<file path="src/rtl/cfalu_pkg.sv">
package cfalu_pkg;

    localparam int OPC_W = 16;
    localparam int IMM_W = 8;

    typedef enum logic [3:0] {
        OP_ILLEGAL,
        OP_CMPEQ,
        OP_CMPHS,
        OP_CMPGE,
        OP_CMPHI,
        OP_CMPGT,
        OP_SUB,
        OP_ADD,
        OP_SUBC,
        OP_ADDC,
        OP_SUBV,
        OP_ADDV,
        OP_DEC,
        OP_NONNEG,
        OP_POS,
        OP_EQIMM
    } alu_op_e;

    // Control record steering the shared adder and the T selector
    typedef struct packed {
        alu_op_e op;
        logic    sub;     // invert B and use the inverted carry-in
        logic    use_t;   // feed T into the carry chain
        logic    b_one;   // B operand is the constant one
        logic    b_imm;   // B operand is the sign-extended immediate
        logic    wr_rn;   // result goes back to Rn
    } alu_ctl_t;

    function automatic alu_ctl_t decode_op(input logic [OPC_W-1:0] opc);
        alu_ctl_t c;
        c = '{op: OP_ILLEGAL, sub: 1'b0, use_t: 1'b0, b_one: 1'b0,
              b_imm: 1'b0, wr_rn: 1'b0};
        if (opc[15:12] == 4'h3) begin
            case (opc[3:0])
                4'h0: begin c.op = OP_CMPEQ; c.sub = 1'b1; end
                4'h2: begin c.op = OP_CMPHS; c.sub = 1'b1; end
                4'h3: begin c.op = OP_CMPGE; c.sub = 1'b1; end
                4'h6: begin c.op = OP_CMPHI; c.sub = 1'b1; end
                4'h7: begin c.op = OP_CMPGT; c.sub = 1'b1; end
                4'h8: begin c.op = OP_SUB;  c.sub = 1'b1; c.wr_rn = 1'b1; end
                4'hC: begin c.op = OP_ADD;  c.wr_rn = 1'b1; end
                4'hA: begin c.op = OP_SUBC; c.sub = 1'b1; c.use_t = 1'b1; c.wr_rn = 1'b1; end
                4'hE: begin c.op = OP_ADDC; c.use_t = 1'b1; c.wr_rn = 1'b1; end
                4'hB: begin c.op = OP_SUBV; c.sub = 1'b1; c.wr_rn = 1'b1; end
                4'hF: begin c.op = OP_ADDV; c.wr_rn = 1'b1; end
                default: c.op = OP_ILLEGAL;
            endcase
        end else if (opc[15:12] == 4'h4) begin
            case (opc[7:0])
                8'h10: begin c.op = OP_DEC; c.sub = 1'b1; c.b_one = 1'b1; c.wr_rn = 1'b1; end
                8'h11: c.op = OP_NONNEG;
                8'h15: c.op = OP_POS;
                default: c.op = OP_ILLEGAL;
            endcase
        end else if (opc[15:8] == 8'h88) begin
            c.op    = OP_EQIMM;
            c.sub   = 1'b1;
            c.b_imm = 1'b1;
        end
        return c;
    endfunction

endpackage

</file>
<file path="src/rtl/cfalu_decode.sv">
module cfalu_decode
    import cfalu_pkg::*;
#(
    parameter int DATA_W = 32
) (
    input  logic [OPC_W-1:0]  opcode,
    output alu_ctl_t          ctl,
    output logic [DATA_W-1:0] imm_ext
);
    localparam int EXT_W = DATA_W - IMM_W;

    always_comb begin
        ctl     = decode_op(opcode);
        imm_ext = {{EXT_W{opcode[IMM_W-1]}}, opcode[IMM_W-1:0]};
    end
endmodule

</file>
<file path="src/rtl/cfalu_addsub.sv">
module cfalu_addsub #(
    parameter int DATA_W = 32
) (
    input  logic [DATA_W-1:0] a,
    input  logic [DATA_W-1:0] b,
    input  logic              sub,
    input  logic              cin,
    output logic [DATA_W-1:0] sum,
    output logic              cout,
    output logic              ovf
);
    localparam int MSB = DATA_W - 1;

    logic [DATA_W-1:0] b_eff;
    logic              c0;

    always_comb begin
        b_eff       = sub ? ~b : b;
        c0          = sub ? ~cin : cin;
        {cout, sum} = {1'b0, a} + {1'b0, b_eff} + {{DATA_W{1'b0}}, c0};
        ovf         = (a[MSB] == b_eff[MSB]) && (sum[MSB] != a[MSB]);
    end
endmodule

</file>
<file path="src/rtl/cfalu_tsel.sv">
module cfalu_tsel
    import cfalu_pkg::*;
#(
    parameter int DATA_W = 32
) (
    input  alu_op_e           op,
    input  logic [DATA_W-1:0] a,
    input  logic [DATA_W-1:0] b,
    input  logic [DATA_W-1:0] sum,
    input  logic              cout,
    input  logic              ovf,
    input  logic              t_cur,
    output logic              t_next
);
    localparam int MSB = DATA_W - 1;

    logic eq;
    logic sge;

    always_comb begin
        eq  = (a == b);
        sge = ~(sum[MSB] ^ ovf);
        case (op)
            OP_CMPEQ, OP_EQIMM: t_next = eq;
            OP_CMPHS:           t_next = cout;
            OP_CMPGE:           t_next = sge;
            OP_CMPHI:           t_next = cout & ~eq;
            OP_CMPGT:           t_next = sge & ~eq;
            OP_ADDC:            t_next = cout;
            OP_SUBC:            t_next = ~cout;
            OP_ADDV, OP_SUBV:   t_next = ovf;
            OP_DEC:             t_next = (sum == '0);
            OP_NONNEG:          t_next = ~a[MSB];
            OP_POS:             t_next = ~a[MSB] & (|a);
            default:            t_next = t_cur;
        endcase
    end
endmodule

</file>
<file path="src/rtl/cmp_flag_alu.sv">
module cmp_flag_alu
    import cfalu_pkg::*;
#(
    parameter int DATA_W = 32
) (
    input  logic              clk,
    input  logic              rst,
    input  logic              op_valid,
    input  logic [OPC_W-1:0]  opcode,
    input  logic [DATA_W-1:0] rn_val,
    input  logic [DATA_W-1:0] rm_val,
    output logic [DATA_W-1:0] rn_wdata_o,
    output logic              rn_we_o,
    output logic              t_flag_o,
    output logic              illegal_o
);
    alu_ctl_t          ctl;
    logic [DATA_W-1:0] imm_ext;
    logic [DATA_W-1:0] b_sel;
    logic [DATA_W-1:0] sum;
    logic              cout;
    logic              ovf;
    logic              t_next;
    logic              t_q;

    cfalu_decode #(.DATA_W(DATA_W)) u_dec (
        .opcode  (opcode),
        .ctl     (ctl),
        .imm_ext (imm_ext)
    );

    always_comb begin
        if (ctl.b_imm)
            b_sel = imm_ext;
        else if (ctl.b_one)
            b_sel = DATA_W'(1);
        else
            b_sel = rm_val;
    end

    cfalu_addsub #(.DATA_W(DATA_W)) u_add (
        .a    (rn_val),
        .b    (b_sel),
        .sub  (ctl.sub),
        .cin  (ctl.use_t & t_q),
        .sum  (sum),
        .cout (cout),
        .ovf  (ovf)
    );

    cfalu_tsel #(.DATA_W(DATA_W)) u_tsel (
        .op     (ctl.op),
        .a      (rn_val),
        .b      (b_sel),
        .sum    (sum),
        .cout   (cout),
        .ovf    (ovf),
        .t_cur  (t_q),
        .t_next (t_next)
    );

    always_ff @(posedge clk) begin
        if (rst) begin
            t_q        <= 1'b0;
            rn_we_o    <= 1'b0;
            illegal_o  <= 1'b0;
            rn_wdata_o <= '0;
        end else begin
            rn_we_o   <= 1'b0;
            illegal_o <= 1'b0;
            if (op_valid) begin
                t_q       <= t_next;
                illegal_o <= (ctl.op == OP_ILLEGAL);
                if (ctl.wr_rn) begin
                    rn_we_o    <= 1'b1;
                    rn_wdata_o <= sum;
                end
            end
        end
    end

    assign t_flag_o = t_q;
endmodule

</file>
<file path="config.mk">
export PLATFORM = sky130hd
export DESIGN_NAME = cmp_flag_alu
export DESIGN_NICKNAME = d
export VERILOG_FILES = /design/src/rtl/cfalu_pkg.sv /design/src/rtl/cfalu_decode.sv /design/src/rtl/cfalu_addsub.sv /design/src/rtl/cfalu_tsel.sv /design/src/rtl/cmp_flag_alu.sv
export SDC_FILE = /design/constraint.sdc
export NUM_CORES = 1
export LEC_CHECK = 0
export ABC_AREA = 1
export CAP_MARGIN = 5
export CORE_MARGIN = 10
export CORE_UTILIZATION = 40
export DETAILED_ROUTE_END_ITERATION = 10
export GPL_TIMING_DRIVEN = 0
export PLACE_DENSITY = 0.76
export SETUP_SLACK_MARGIN = 0.15
export SYNTH_ARGS = -nofsm -noshare
export SYNTH_HDL_FRONTEND = slang
export SYNTH_SLANG_ARGS = --single-unit
</file>
<file path="constraint.sdc">
create_clock -name clk -period 7.9 [get_ports clk]
set_input_delay 1.58 -clock clk [delete_from_list [all_inputs] [get_ports clk]]
set_output_delay 1.58 -clock clk [all_outputs]
set_load 0.01 [all_outputs]
</file>
### After elaboration in Yosys (flattened, before gate mapping)

Cells that the tools add are included.

* memory bits (read-only): 0
* logic and storage cells: 86
* input bits: 83
* RAM bits: 0
* register bits: 35
* bits in latches: 0
* memories kept: 0
* output and inout port bits: 35

* bitwise operators: 12
* equality and inequality tests: 32
* mux-type cells: 21
* divide/modulo/power cells: 0
* $mul: 0
* shift-type cells: 0
* reduce and logical (&&, ||, !) cells: 15
* $lt $le $gt $ge: 0
* add/subtract/negate cells: 2

Operator list (count)
* $mux 32: 3
* $eq 4x4->1 const B: 14
* $pmux 4 s11: 1
* $add 32x32->33: 1
* $add 33x1->33: 1
* $eq 32x32->1: 1
* $logic_not 32->1: 1
* $not 32->32: 1
* $reduce_or 32->1: 1
* $eq 8x5->1 const B: 3
* $eq 4x2->1 const B: 5
* $eq 4x3->1 const B: 5
* $mux 5: 3
* $pmux 4 s3: 1
* $mux 1: 11
* $pmux 1 s10: 1
* $reduce_bool 10->1: 1
* $reduce_or 2->1: 5
* $eq 8x8->1 const B: 1
* $logic_not 4->1: 2
* $reduce_or 8->1: 1
* $not 1->1: 6
* $reduce_or 6->1: 1
* $and 1x1->1: 4
* other kinds (7): 8

### Logic depth before layout (Yosys ltp)

* depth in word-level cells: 16
* depth in mapped cells: 31
* gate-level depth less buffers: 28

### Hierarchy

From an unflattened synthesis, not the netlist that was laid out.

* cell total of the unflattened synthesis: 1090
* area total of the unflattened synthesis: 5911.9 µm²

By module, submodules not included
* cfalu_addsub: instances 1, cells an instance 469, sequential area each 0.0 µm², area each 2607.5 µm²
* cmp_flag_alu: instances 1, cells an instance 323, sequential area each 700.7 µm², area each 1824.2 µm²
* cfalu_tsel: instances 1, cells an instance 198, sequential area each 0.0 µm², area each 935.9 µm²
* cfalu_decode: instances 1, cells an instance 100, sequential area each 0.0 µm², area each 544.3 µm²

### Worst setup path after synthesis

Ideal clock, no wire load.

* path type: input -> register
* start: input opcode[1]
* end: register t_q, in the netlist t_flag_o
* buffers on the path: 3
* library setup time: 0.131 ns
* slack: 2.944 ns
* data required time: 7.769 ns
* arrival time: 4.825 ns
* stages: 31
* cell sequence: buf_6 inv_2 nand2_1 nor2_1 nand3_2 buf_6 nand2_4 inv_2 o21ai_2 buf_2 xnor2_1 fa_1 fa_1 nand2_1 nand2_1 nand3_1 nand2_1 nand2_1 nand2_1 nand2_1 nand2_1 nand2_1 nand3_1 inv_1 nand2_1 nand2_1 nor2_1 nand2_1 nand3_1 nand2_1 a21oi_2

* cells in the longest elaborated chain, start to end: 16
* elaborated cells between the ends (all ways): 65
* classes of those cells: add/sub: 2; eq/ne: 29; mux: 15; bitwise: 9; reduce/logical: 10

RTL lines
* start: declaration: RTL line cmp_flag_alu.sv:9 `input logic [OPC_W-1:0] opcode,`
* $eq 8x5->1: RTL line cfalu_pkg.sv:55 `case (opc[7:0])`
* $mux 1: RTL line cfalu_pkg.sv:55
* $mux 1: RTL line cfalu_pkg.sv:54 `end else if (opc[15:12] == 4'h4) begin`
* $mux 2: RTL line cfalu_pkg.sv:39 `if (opc[15:12] == 4'h3) begin`
* $mux 32: RTL line cmp_flag_alu.sv:35 `else if (ctl.b_one)`
* $mux 32: RTL line cmp_flag_alu.sv:33 `if (ctl.b_imm)`
* $not 32->32: RTL line cfalu_addsub.sv:18 `b_eff = sub ? ~b : b;`
* $mux 32: RTL line cfalu_addsub.sv:18
* $add 32x32->33: RTL line cfalu_addsub.sv:20 `{cout, sum} = {1'b0, a} + {1'b0, b_eff} + {{DATA_W{1'b0}}, c0};`
* $add 33x1->33: RTL line cfalu_addsub.sv:20
* $ne 1x1->1: RTL line cfalu_addsub.sv:21 `ovf = (a[MSB] == b_eff[MSB]) && (sum[MSB] != a[MSB]);`
* $logic_and 1x1->1: RTL line cfalu_addsub.sv:21
* $xor 1x1->1: RTL line cfalu_tsel.sv:22 `sge = ~(sum[MSB] ^ ovf);`
* $not 1->1: RTL line cfalu_tsel.sv:22
* $and 1x1->1: RTL line cfalu_tsel.sv:28 `OP_CMPGT: t_next = sge & ~eq;`
* $pmux 1 s10: RTL line cfalu_tsel.sv:23 `case (op)`
* end signal: assignment: RTL line cmp_flag_alu.sv:72 `t_q <= t_next;`
* end: declaration: RTL line cmp_flag_alu.sv:24 `logic t_q;`

Parallel ways exist; a longest one is shown, timed or not.
A chain may end at the register's enable or synchronous reset.

### Worst setup path in the final report

* start: input opcode[3]
* end: register t_q, in the netlist t_flag_o

The elaborated chain is that of the path after synthesis.

==> summary.txt <==
HPWL Detailed -> 17.23 mm
most frequent cells in the layout -> 417 x nand2_1, 175 x inv_1, 133 x nor2_1, 116 x clkdlybuf4s50_1, 80 x nand3_1
Cell Pwr Density -> 109.4 nW/um2
Tcrit/Tclk final -> 76.44%
overall routing resource usage -> 19.96%
clock skew -> 0.008364 ns
post-synth cell types -> 33
post-cts sizing count -> 0
CP Capture Type -> flop
DRC errors left -> 0
worst endpoint required time -> 8.12 ns
fmax -> 165.6 MHz
largest net degree at the start of global routing -> 12
mapped cell area -> 5722 um2
setup ws final -> 1.861 ns
Arr. time, crit path -> 6.26 ns
vias per inst -> 4.952
Period minus WS final -> 6.039 ns
clock sinks -> 35
Std-Cell Rows -> 43
area leader, netlist -> nand2_1
startpoint types -> input port
Hold Fails Final Rpt -> 0
Worst-Skew Late Latency -> 0.28 ns
Reg2Reg Depth -> 19
Mapped Nets -> 1217
Worst-path clk slew -> 0.06 ns
IO buf count -> 116
ant diodes -> 0
top cell type's share of synthesized area -> 27.36%
worst hold path depth -> 2
initial core utilization -> 41.06%
Die H -> 139.6 um
TritonCTS clock tree -> done
dpl ws -> 1.602 ns
commonest non-fill, non-tap cell in the layout -> nand2_1
postcts setup bufs -> 0
vias in the first global route -> 6688
clock root buffer -> clkbuf_16
total length of routed wires -> 19.80 mm
Layout fillers -> 1515
area grow syn2layout -> 27.27%
Slew Viols, Final -> 0
outcome -> completed
TritonRoute pass-1 iters -> 5
core area -> 13930 um2
clock buffer depth -> 2
share of post-route cells with drive strength above 1 -> 3.592%
first-pass GRT wire length -> 32.90 mm
syn_area_per_cell -> 5.197 um2
Post-layout nets -> 1340
RSZ-0062 raised after global routing -> false
setup violators final -> 0
transition time of the tightest slew-check pin -> 0.6187 ns
Post-synth EDFFs -> 0
Hold Crit Class -> reg2reg
CTS H-tree depth -> 2
Worst Path Max Fanout -> 10
Leak -> 4.066 nW
cells after synthesis -> 1101
Crit Path Category -> in2reg
die width -> 139.6 um
Most used DFF post-synth -> dfxtp_1
DR WL/cell -> 14.09 um
DRT antenna net count -> 0
top post-synthesis cells by area -> nand2_1 27%, dfxtp_1 12%, inv_1 11%
Num CTS Buffers -> 5
GP Congestion -> 0.9642
CTS Hold Bufs -> 0
via count -> 6957
Yosys reg bits -> 35
Slew HR -> 58.76%
grt total ovfl -> 0
Ports -> 118
post-synthesis sequential area ratio -> 12.25%
Die Footprint -> 19490 um2
max-cap violations -> 0
Peak supply drop -> 72.64 uV
initial DRC count -> 504
initial antenna violation count -> 0
setup_tns -> 0 ns
Ys Warns -> 0
fraction of registers with async set/reset -> 0%
layout make-up:
| type | instances | area, um2 | share of cell area [%] |
|---|---|---|---|
| multi-input cells | 862 | 4215 | 57.89 |
| repair buffers | 116 | 1161 | 15.94 |
| flip-flops and latches | 35 | 700.7 | 9.622 |
| inverters | 180 | 675.6 | 9.278 |
| well taps | 180 | 225.2 | 3.093 |
| clock buffers | 6 | 138.9 | 1.907 |
| plain buffers | 24 | 130.1 | 1.787 |
| clock inverters | 2 | 35.03 | 0.4811 |
metal layers:
metal  track usage (%)  part of all wire, %  routed length (um)
met5                 0                    0                   0
met4             5.870                  2.4                 481
met3             3.573                  7.1                1405
met2             32.05                   43                8511
met1             26.53                   47                9402
metrics by stage:
step | instances | hold WS (ns) | util (%) | area, um2 | total power [mW]
floorplan | 1101 | 0.4900 | - | 5722 | 0.4311
global placement | 1397 | 0.4654 | 51.01 | 7108 | 0.5611
detailed placement | 1397 | 0.4752 | 51.01 | 7108 | 0.5634
CTS | 1405 | 0.4841 | 52.26 | 7282 | 0.7953
global route | 1405 | 0.5285 | 52.26 | 7282 | 0.8593
finish | 1405 | 0.4864 | 52.26 | 7282 | 0.7966
logic make-up after synthesis:
group | synth area share [%]
and+or+nand+nor | 51.87
buffers and inverters | 14.08
AOI/OAI and AO/OA | 8.507
xor gates and xnor gates | 5.817
DFF | 12.25
adders and majority gates | 7.479
cell usage after synthesis (all sizes together), types with 2 or more instances:
| master | number |
|---|---|
| xor2 | 36 |
| nor3 | 10 |
| xnor2 | 2 |
| a31oi | 2 |
| o21ai | 42 |
| nand3 | 85 |
| dfxtp | 35 |
| inv | 179 |
| nand4 | 13 |
| a21oi | 34 |
| nor2 | 133 |
| nor4 | 9 |
| clkbuf | 7 |
| o21bai | 4 |
| nand3b | 28 |
| nand2 | 423 |
| o211ai | 5 |
| ha | 31 |
| fa | 2 |
| buf | 17 |
where the power goes:
group | switching (mW) | internal, mW
registers | 0.00143 | 0.179
logic | 0.239 | 0.147
clock network | 0.0743 | 0.157
flip-flops by register name (all words and copies together) (netlist names):
signal	cells
rn_we_o	1
rn_wdata_o	32
t_flag_o	1
illegal_o	1
worst max-delay path: stages:
cell             delay [ns]
clkdlybuf4s50_1        0.51
inv_2                  0.15
nand2_1                0.09
nor2_1                 0.16
nand3_2                0.11
buf_6                  0.17
nand2_4                0.09
inv_2                  0.06
o21ai_2                0.14
buf_2                  0.38
xnor2_1                0.14
fa_1                   0.50
fa_1                   0.47
nand2_1                0.08
nand2_1                0.10
nand3_1                0.10
nand2_1                0.08
nand2_1                0.11
nand2_1                0.11
nand2_1                0.08
nand2_1                0.06
xor2_1                 0.32
nand2_1                0.11
nor2_1                 0.10
nand3_1                0.16
nand3_1                0.12
nand2_1                0.06
a21oi_2                0.10
path summary, 6_finish.rpt:
| kind | start | end | slack [ns] |
|---|---|---|---|
| max | opcode[3] | t_flag_o | 1.86 |
| min | rn_wdata_o[5] | rn_wdata_o[5] | 0.49 |
| max reg2reg | t_flag_o | t_flag_o | 4.46 |
| min reg2reg | rn_wdata_o[5] | rn_wdata_o[5] | 0.49 |
Power figures use the tool's default switching activity.
